[src/rtl/rxq_pkg.sv]
package rxq_pkg;
   localparam int DATA_W = 32;
   localparam int BC_W   = 16;
   localparam int WCNT_W = BC_W - 2;
   localparam int ENT_W  = DATA_W + 1;
   localparam int TR_BAD_BIT = 8;

   // frame length in bytes from words received and tail byte count
   function automatic logic [BC_W-1:0] byte_total(input logic [WCNT_W-1:0] w,
                                                  input logic [1:0] t);
      logic [BC_W-1:0] trim;
      trim = (t == 2'd0) ? '0 : BC_W'(3'd4 - {1'b0, t});
      if (w == '0) return '0;
      return {w, 2'b00} - trim;
   endfunction

   // double words implied by a byte count (rounded up)
   function automatic logic [BC_W-1:0] words_of(input logic [BC_W-1:0] b);
      logic [BC_W+1:0] s;
      s = {2'b00, b} + (BC_W+2)'(3);
      return s[BC_W+1:2];
   endfunction
endpackage

[src/rtl/rxq_store.sv]
module rxq_store #(
   parameter int AW = 4,
   parameter int W  = 33
) (
   input  logic          clk,
   input  logic          we,
   input  logic [AW-1:0] waddr,
   input  logic [W-1:0]  wdata,
   input  logic [AW-1:0] raddr,
   output logic [W-1:0]  rdata
);
   localparam int DEPTH = 1 << AW;

   logic [W-1:0] mem [DEPTH];

   always_ff @(posedge clk) begin
      if (we) mem[waddr] <= wdata;
   end

   assign rdata = mem[raddr];
endmodule

[src/rtl/rxq_wr_ctrl.sv]
module rxq_wr_ctrl
   import rxq_pkg::*;
#(
   parameter int AW = 4
) (
   input  logic             clk,
   input  logic             rst,
   input  logic             srst,
   input  logic             wr_valid,
   input  logic [DATA_W-1:0] wr_data,
   input  logic             wr_end,
   input  logic [1:0]       wr_tail,
   input  logic [4:0]       cond_i,
   input  logic             end_discard,
   input  logic             abort_pulse,
   input  logic             csel,
   input  logic [AW:0]      rptr_i,
   output logic             we_o,
   output logic [AW-1:0]    waddr_o,
   output logic [ENT_W-1:0] wdata_o,
   output logic [AW:0]      cptr_o,
   output logic [6:0]       end_stat_o
);
   localparam int DEPTH = 1 << AW;
   localparam logic [AW:0] ROOM_LIM = (AW+1)'(DEPTH - 1);

   logic [AW:0]       wptr_q, cptr_q, used;
   logic [WCNT_W-1:0] wcnt_q;
   logic              ovf_q, abrt_q, inframe_q, purge_q;
   logic              room, acc, store, keep, abrt_now;
   logic [BC_W-1:0]   bytes;
   logic [6:0]        st;

   always_comb begin
      used     = wptr_q - rptr_i;
      room     = used < ROOM_LIM;
      acc      = wr_valid & ~wr_end & ~purge_q;
      store    = acc & room;
      keep     = wr_end & ~end_discard & ~purge_q;
      abrt_now = abort_pulse & csel & (inframe_q | (wr_valid & ~wr_end));
      bytes    = byte_total(wcnt_q, wr_tail);
      st       = {(bytes >= BC_W'(12)), cond_i, ovf_q};
      we_o     = store | keep;
      waddr_o  = wptr_q[AW-1:0];
      wdata_o  = keep ? {1'b1, bytes, 7'd0, 1'b0, (abrt_q | abrt_now), st}
                      : {1'b0, wr_data};
   end

   always_ff @(posedge clk) begin
      if (rst) begin
         wptr_q    <= '0;
         cptr_q    <= '0;
         wcnt_q    <= '0;
         ovf_q     <= 1'b0;
         abrt_q    <= 1'b0;
         inframe_q <= 1'b0;
         purge_q   <= 1'b0;
      end else if (srst) begin
         wptr_q    <= '0;
         cptr_q    <= '0;
         wcnt_q    <= '0;
         ovf_q     <= 1'b0;
         abrt_q    <= 1'b0;
         inframe_q <= 1'b0;
         purge_q   <= (inframe_q | wr_valid | purge_q) & ~wr_end;
      end else begin
         if (store) wptr_q <= wptr_q + 1'b1;
         if (acc) begin
            if (wcnt_q != '1) wcnt_q <= wcnt_q + 1'b1;
            if (!room) ovf_q <= 1'b1;
         end
         if (wr_end) begin
            if (keep) begin
               wptr_q <= wptr_q + 1'b1;
               cptr_q <= wptr_q + 1'b1;
            end else begin
               wptr_q <= cptr_q;
            end
            wcnt_q    <= '0;
            ovf_q     <= 1'b0;
            abrt_q    <= 1'b0;
            inframe_q <= 1'b0;
            purge_q   <= 1'b0;
         end else begin
            if (wr_valid) inframe_q <= 1'b1;
            if (abrt_now) abrt_q <= 1'b1;
         end
      end
   end

   assign cptr_o     = cptr_q;
   assign end_stat_o = st;
endmodule

[src/rtl/rxq_rd_ctrl.sv]
module rxq_rd_ctrl
   import rxq_pkg::*;
#(
   parameter int AW = 4
) (
   input  logic              clk,
   input  logic              rst,
   input  logic              rd_en,
   input  logic [AW:0]       cptr_i,
   input  logic [ENT_W-1:0]  rword_i,
   output logic [AW-1:0]     raddr_o,
   output logic [AW:0]       rptr_o,
   output logic              rd_valid,
   output logic [DATA_W-1:0] rd_data,
   output logic              rd_trailer,
   output logic              srst_o
);
   logic [AW:0]     rptr_q;
   logic [BC_W-1:0] rcnt_q;
   logic            bad, pop;

   always_comb begin
      rd_valid   = rptr_q != cptr_i;
      rd_trailer = rd_valid & rword_i[DATA_W];
      bad        = rd_trailer & (rcnt_q != words_of(rword_i[DATA_W-1:DATA_W-BC_W]));
      rd_data    = rd_valid ? (rword_i[DATA_W-1:0] | (DATA_W'(bad) << TR_BAD_BIT)) : '0;
      pop        = rd_en & rd_valid;
      srst_o     = pop & bad;
   end

   always_ff @(posedge clk) begin
      if (rst || srst_o) begin
         rptr_q <= '0;
         rcnt_q <= '0;
      end else if (pop) begin
         rptr_q <= rptr_q + 1'b1;
         rcnt_q <= rd_trailer ? '0 : rcnt_q + 1'b1;
      end
   end

   assign raddr_o = rptr_q[AW-1:0];
   assign rptr_o  = rptr_q;
endmodule

[src/rtl/rxq_frame_fifo.sv]
module rxq_frame_fifo
   import rxq_pkg::*;
#(
   parameter int DEPTH = 16
) (
   input  logic        clk,
   input  logic        rst,
   input  logic        wr_valid,
   input  logic [31:0] wr_data,
   input  logic        wr_end,
   input  logic [1:0]  wr_tail,
   input  logic        end_good,
   input  logic        end_oversize,
   input  logic        end_short,
   input  logic        end_dribble,
   input  logic        end_crc,
   input  logic        end_discard,
   input  logic        abort_pulse,
   input  logic        csel,
   input  logic        rd_en,
   output logic        rd_valid,
   output logic [31:0] rd_data,
   output logic        rd_trailer,
   input  logic        stat_rd,
   output logic [7:0]  stat
);
   localparam int AW = $clog2(DEPTH);

   if (DEPTH < 4 || (DEPTH & (DEPTH - 1)) != 0) begin : g_depth_bad
      $error("rxq_frame_fifo: DEPTH must be a power of two, at least 4");
   end

   logic [AW:0]      rptr, cptr;
   logic [AW-1:0]    waddr, raddr;
   logic [ENT_W-1:0] wdata, rword;
   logic             we, srst;
   logic [6:0]       end_stat;
   logic [7:0]       stat_q;

   rxq_wr_ctrl #(.AW(AW)) u_wr (
      .clk(clk), .rst(rst), .srst(srst),
      .wr_valid(wr_valid), .wr_data(wr_data), .wr_end(wr_end), .wr_tail(wr_tail),
      .cond_i({end_good, end_oversize, end_short, end_dribble, end_crc}),
      .end_discard(end_discard), .abort_pulse(abort_pulse), .csel(csel),
      .rptr_i(rptr), .we_o(we), .waddr_o(waddr), .wdata_o(wdata),
      .cptr_o(cptr), .end_stat_o(end_stat)
   );

   rxq_store #(.AW(AW), .W(ENT_W)) u_mem (
      .clk(clk), .we(we), .waddr(waddr), .wdata(wdata),
      .raddr(raddr), .rdata(rword)
   );

   rxq_rd_ctrl #(.AW(AW)) u_rd (
      .clk(clk), .rst(rst), .rd_en(rd_en), .cptr_i(cptr), .rword_i(rword),
      .raddr_o(raddr), .rptr_o(rptr), .rd_valid(rd_valid), .rd_data(rd_data),
      .rd_trailer(rd_trailer), .srst_o(srst)
   );

   // host status register: latch on frame end unless unread status is held
   always_ff @(posedge clk) begin
      if (rst) begin
         stat_q <= '0;
      end else if (wr_end && !(stat_q[7] && !stat_rd)) begin
         stat_q <= {1'b1, end_stat};
      end else if (stat_rd) begin
         stat_q <= '0;
      end
   end

   assign stat = stat_q;
endmodule

[config.mk]
export PLATFORM = sky130hd
export DESIGN_NAME = rxq_frame_fifo
export DESIGN_NICKNAME = d
export VERILOG_FILES = /design/src/rtl/rxq_pkg.sv /design/src/rtl/rxq_store.sv /design/src/rtl/rxq_wr_ctrl.sv /design/src/rtl/rxq_rd_ctrl.sv /design/src/rtl/rxq_frame_fifo.sv
export SDC_FILE = /design/constraint.sdc
export NUM_CORES = 1
export LEC_CHECK = 0
export BUFFER_PORTS_ARGS = -buffer_cell sky130_fd_sc_hd__clkbuf_2
export CORE_MARGIN = 3
export CORE_UTILIZATION = 40
export CTS_CLUSTER_DIAMETER = 50
export DETAILED_ROUTE_END_ITERATION = 16
export GPL_ROUTABILITY_DRIVEN = 0
export GPL_TIMING_DRIVEN = 0
export PLACE_DENSITY = 0.62
export SYNTH_ARGS = -nofsm -noshare
export SYNTH_HDL_FRONTEND = slang
export SYNTH_SLANG_ARGS = --single-unit
[constraint.sdc]
create_clock -name clk -period 8.9 [get_ports clk]
set_input_delay 2.67 -clock clk [delete_from_list [all_inputs] [get_ports clk]]
set_output_delay 2.67 -clock clk [all_outputs]
set_load 0.01 [all_outputs]
Yosys cells after proc, flatten, opt, wreduce, memory -nomap -nowiden --
Memories as Yosys holds them, arrays and structs flattened. A register that Yosys moved wholly into a read port is not among the register bits. Cells that the tools add are included.
Operators by class: reduce and logical (&&, ||, !) cells 14, bitwise logic cells 22, muxes and demuxes 18, $lt $le $gt $ge 2, equal/unequal tests 3, $add $sub $neg 8
Operators with widths (number):
- $mux W16 | 4
- $mux W33 | 1
- $mux W32 | 1
- $or A32 B9 Y32 | 1
- $add A16 B2 Y17 const B | 1
- $add A16 B1 Y16 const B | 1
- $ge A16 B4 Y1 const B | 1
- $mux W8 | 2
- $ne A16 B16 Y1 | 1
- $sub A16 B16 Y16 | 1
- $mux W5 | 3
- $add A14 B1 Y14 const B | 1
- $logic_not A14 Y1 | 1
- $ne A14 B14 Y1 const B | 1
- $and A1 B1 Y1 | 12
- $add A5 B1 Y5 const B | 2
- $mux W4 | 2
- $reduce_bool A2 Y1 | 3
- $lt A5 B4 Y1 const B | 1
- $mux W1 | 5
- $ne A5 B5 Y1 | 1
- $or A1 B1 Y1 | 5
- $sub A5 B5 Y5 | 1
- $not A1 Y1 | 4
- 8 further kinds | 11
Word-level totals: bits in writable memories 528, register bits 57, logic and storage cells 78, memories 1
Memories:
- u_mem.mem | words 16, bits a word 33, read ports 1, clocked after Yosys merged registers in 1, write ports 1, RTL line rxq_store.sv:14 | logic [W-1:0] mem [DEPTH];

Depth between registers and ports, before layout --
depth after elaboration 7, depth in mapped cells 14

By module --
A second synthesis with hierarchy kept.
Unflattened totals: cell total of the unflattened synthesis 1432, area, all modules 24543.5 um^2
By module, submodules not included:
- rxq_store | cells each 831, instances 1, area an instance 19970.4 um^2
- rxq_wr_ctrl | cells each 334, instances 1, area an instance 2397.3 um^2
- rxq_rd_ctrl | cells each 231, instances 1, area an instance 1779.2 um^2
- rxq_frame_fifo | cells each 36, instances 1, area an instance 396.6 um^2

Worst setup path before layout --
Ideal clock, no wire load.
path kind in2reg, start point input wr_end, end point memory u_mem.mem[0][0], enable pin, buffers on the path 3, path slack 1.946 ns, stages on the path 9, data required time 8.436 ns, arrival 6.490 ns, cells stage by stage clkbuf_1 > clkinv_1 > or3_1 > clkbuf_1 > inv_1 > or2_2 > clkbuf_1 > nand2_1 > nor3_1
On the way: word-level cells in the longest chain between the ends 7, elaborated cells on any way between the ends 9, classes of those cells mux (2); bitwise (7)
Ends and longest elaborated chain:
- start: declaration | RTL line rxq_frame_fifo.sv:10 | input logic wr_end,
- $not A1 Y1 | RTL line rxq_wr_ctrl.sv:37 | acc = wr_valid & ~wr_end & ~purge_q;
- $and A1 B1 Y1 (2 in series) | RTL line rxq_wr_ctrl.sv:37
- $and A1 B1 Y1 | RTL line rxq_wr_ctrl.sv:38 | store = acc & room;
- $or A1 B1 Y1 * | RTL line rxq_wr_ctrl.sv:43 | we_o = store | keep;
- $mux W1 * | RTL line rxq_store.sv:17 | if (we) mem[waddr] <= wdata;
- $mux W1 (not written as such) * | RTL line rxq_store.sv:17
- end: declaration | RTL line rxq_store.sv:14
Mark *: on every way between the ends. The rest lies on a longest branch, timed or not.

==> results_dict.tcl <==
set metrics [dict create \
    outcome "finished clean" \
    min_period_ns 7.251 \
    drt_iter0_drc 1539 \
    cts_max_level 3 \
    crit_chain "buf_6, buf_8, buf_6, buf_6, buf_2, buf_1, mux4_2, mux4_2, nor2b_1, clkbuf_2" \
    cpPeakStageDelay_ns 0.93 \
    netlist_area_um2 24620 \
    period_share_pct 81.47 \
    viasPerCell 5.653 \
    clock_tree.root_cell "clkbuf_16" \
    synthMuxAreaShare_pct 14.34 \
    slew_violations 0 \
    max_freq_mhz 137.9 \
    cellInternalPower_uw 5076 \
    core_um2 60580 \
    drc 0 \
    combPwrFrac_pct 17.7 \
    critPathKind "flip-flop to output port" \
    clockPowerShare_pct 37.2 \
    die_w_um 254.1 \
    synthAdderAreaFrac_pct 0.7928 \
    crit_path_end_kind "output port" \
    cts_buffers 67 \
    hold-worst-slack_ns 0.5053 \
    hp-start "stat[2]$_SDFFE_PP0P_" \
    rr_startpoint "u_wr.wptr_q[0]$_SDFFE_PP0P_" \
    hold_class "flip-flop to flip-flop" \
    hold_viol 0 \
    grt_pass1_vias 14120 \
    setup_viol 0 \
    dieHeight_um 254.1 \
    clkTransAtPathRegs_ns 0.06 \
    clock_skew_ns 0.02177 \
    grt-ovfl-total 0 \
    powerDensity_nw_per_um2 240.6 \
    drive_gt1_share_pct 29.21 \
    grt_pass1_wl_mm 94.38 \
    cp_common_cell "buf_6" \
    postSynthCellCount 1384 \
    swShare_pct 26.82 \
    max_slew_margin_pct 19.51 \
    die-area_um2 64560 \
    r2r_cells 15 \
    drt_pass1_iterations 5 \
    synth_edf_count 528 \
    synth.net_count 1447 \
    fin_tns_setup_ns 0 \
    num_rows 90 \
    ys_ff_latch 589 \
    clk_path_buf_depth 3 \
    wl_per_cell_um 26.60 \
    r2r-end "u_mem.mem[2][16]$_DFFE_PP_" \
    antenna_found_initial 3 \
    r2r_slack_ns 4.08 \
    synth_area_leaders "edfxtp_1, mux4_2, dfxtp_1" \
    critPathSlowestCell "buf_1" \
    rsz0062_at_grt "false" \
    nets 1646 \
    avgSynthCellArea_um2 17.79 \
    clkLatencyLatePin_ns 0.60 \
    yosys.area_share.simple_pct 7.430 \
    ant_nets 0 \
    dp_hpwl_mm 42.68 \
    min_to "stat[2]$_SDFFE_PP0P_" \
    cts_num_sinks 589 \
    synth_top_area_share_pct 64.40 \
    grt_use_total_pct 20.36 \
    num_vias 13660 \
    yosysMostFrequentCell "edfxtp_1" \
    portBuffers 88 \
    yosysWarningCount 0 \
    syn_to_final_growth_pct 17.09 \
    cts_tree "done" \
    synth_commonest_cells "edfxtp_1, mux4_2, nand2_1" \
    cp_max_fo 10 \
    async_flop_share_pct 0 \
    synth_ff_type "edfxtp_1" \
    ys_seq_area_share_pct 69.36 \
    start_kind "flip-flop" \
    synth_xor_area_share_pct 2.485 \
    power_leakage_uw 0.009304 \
    synth_compound_area_share_pct 3.634 \
    grt_start_max_net_pins 26 \
    postCtsHoldBufs 0 \
    critPathRequiredTime_ns 6.23 \
    initial_core_util_pct 40.64 \
    p_sw_uw 1861 \
    synth_top_family_by_area "multiplexers" \
    synth_area_leader_cell "edfxtp_1" \
    maxCapViolCount 0 \
    cts_setup_buffers 0 \
    finalPower_uw 6937 \
    synth_cell_types 77 \
    tightestPinTransition_ns 1.207 \
    drt-total-wl_mm 64.26 \
    cts_resized 0 \
    peakVddDrop_mv 0.1224 \
    io_pins 90 \
    seqPwrFrac_pct 45.1 \
    hold_depth 2 \
    cp_data_arrival_time_ns 4.58 \
]
==> sequential cells by signal, summed over array words and instances (netlist names), named ones only <==
register / cells
stat: 8
u_mem.mem: 528
u_rd.rcnt_q: 16
u_rd.rptr_o: 5
u_wr.abrt_q: 1
u_wr.cptr_o: 5
u_wr.inframe_q: 1
u_wr.ovf_q: 1
u_wr.purge_q: 1
u_wr.wcnt_q: 14
u_wr.wptr_q: 5
==> layer usage <==
metal | up-vias | wire, µm | track usage [%]
met4 | 4 | 1664 | 7.192
met2 | 539 | 30640 | 32.48
met3 | 97 | 5135 | 4.595
met5 | - | 27 | 0
met1 | 7119 | 26800 | 27.68
li1 | 5898 | - | -
==> critical path, delay by kind of cell, from the launching register on <==
family / cells / cell delay, ns
buffers and inverters: 7 / 2.32
multiplexers: 2 / 1.09
flip-flops: 1 / 0.35
AND/OR/NAND/NOR: 1 / 0.19
==> cell families after synthesis <==
logic type,count (synthesis)
AO/OA/AOI/OAI,115
XOR/XNOR,69
multiplexers,164
flip-flops,589
AND/OR/NAND/NOR,334
buffers and inverters,98
adder cells (fa/ha/maj),15
==> power groups by stage <==
stage | clock network [µW] | logic (µW) | registers [µW]
after global placement | 0 | 1190 | 3190
after detailed placement | 0 | 1240 | 3190
final | 2580 | 1230 | 3130
after floorplan | 0 | 807 | 3180
after CTS | 2630 | 1250 | 3130
after global routing | 2740 | 1320 | 3130
==> layout by cell type, fill, tap and decap left out, drive strengths merged, types with 31 or more instances in the layout <==
cell type,synthesis,layout
edfxtp,528,528
clkbuf,42,213
mux4,149,149
nand2,81,81
buf,36,77
nor2,73,73
dfxtp,61,61
nor3,44,44
xnor2,38,38
inv,19,32
xor2,31,31
==> layout make-up <==
class                           count  area [µm²]
Fill cell                        5051       31760
Sequential cell                   589       17080
Multi-Input combinational cell    697        7201
Clock buffer                       82        1774
Timing Repair Buffer              130        1031
Tap cell                          782       978.4
Buffer                             78       409.1
Clock inverter                     37       280.3
Inverter                           20       75.07
Antenna cell                        1       2.502
==> worst max path at each step <==
| stage | start | end | slack, ns |
|---|---|---|---|
| 6_report | flip-flop | rd_data[15] | 1.65 |
| 5_1_grt | flip-flop | rd_data[15] | 1.39 |
| 4_1_cts | flip-flop | rd_data[15] | 1.49 |
| 3_5_place_dp | wr_end | u_mem.mem[14][16]$_DFFE_PP_ | 1.71 |
| 3_3_place_gp | wr_end | u_mem.mem[3][16]$_DFFE_PP_ | -2.49 |
| 2_1_floorplan | wr_end | u_mem.mem[0][0]$_DFFE_PP_ | 1.95 |
==> per-stage QoR <==
step	cell area [µm²]	util, %	setup slack, ns	std cells
2_1_floorplan	24620	-	1.946	1384
3_3_place_gp	26040	42.98	-2.485	2254
3_5_place_dp	26760	44.17	1.714	2296
4_1_cts	28810	47.56	1.486	2415
5_1_grt	28830	47.58	1.390	2415
6_report	28830	47.58	1.649	2416
(Power assumes the default switching activity.)
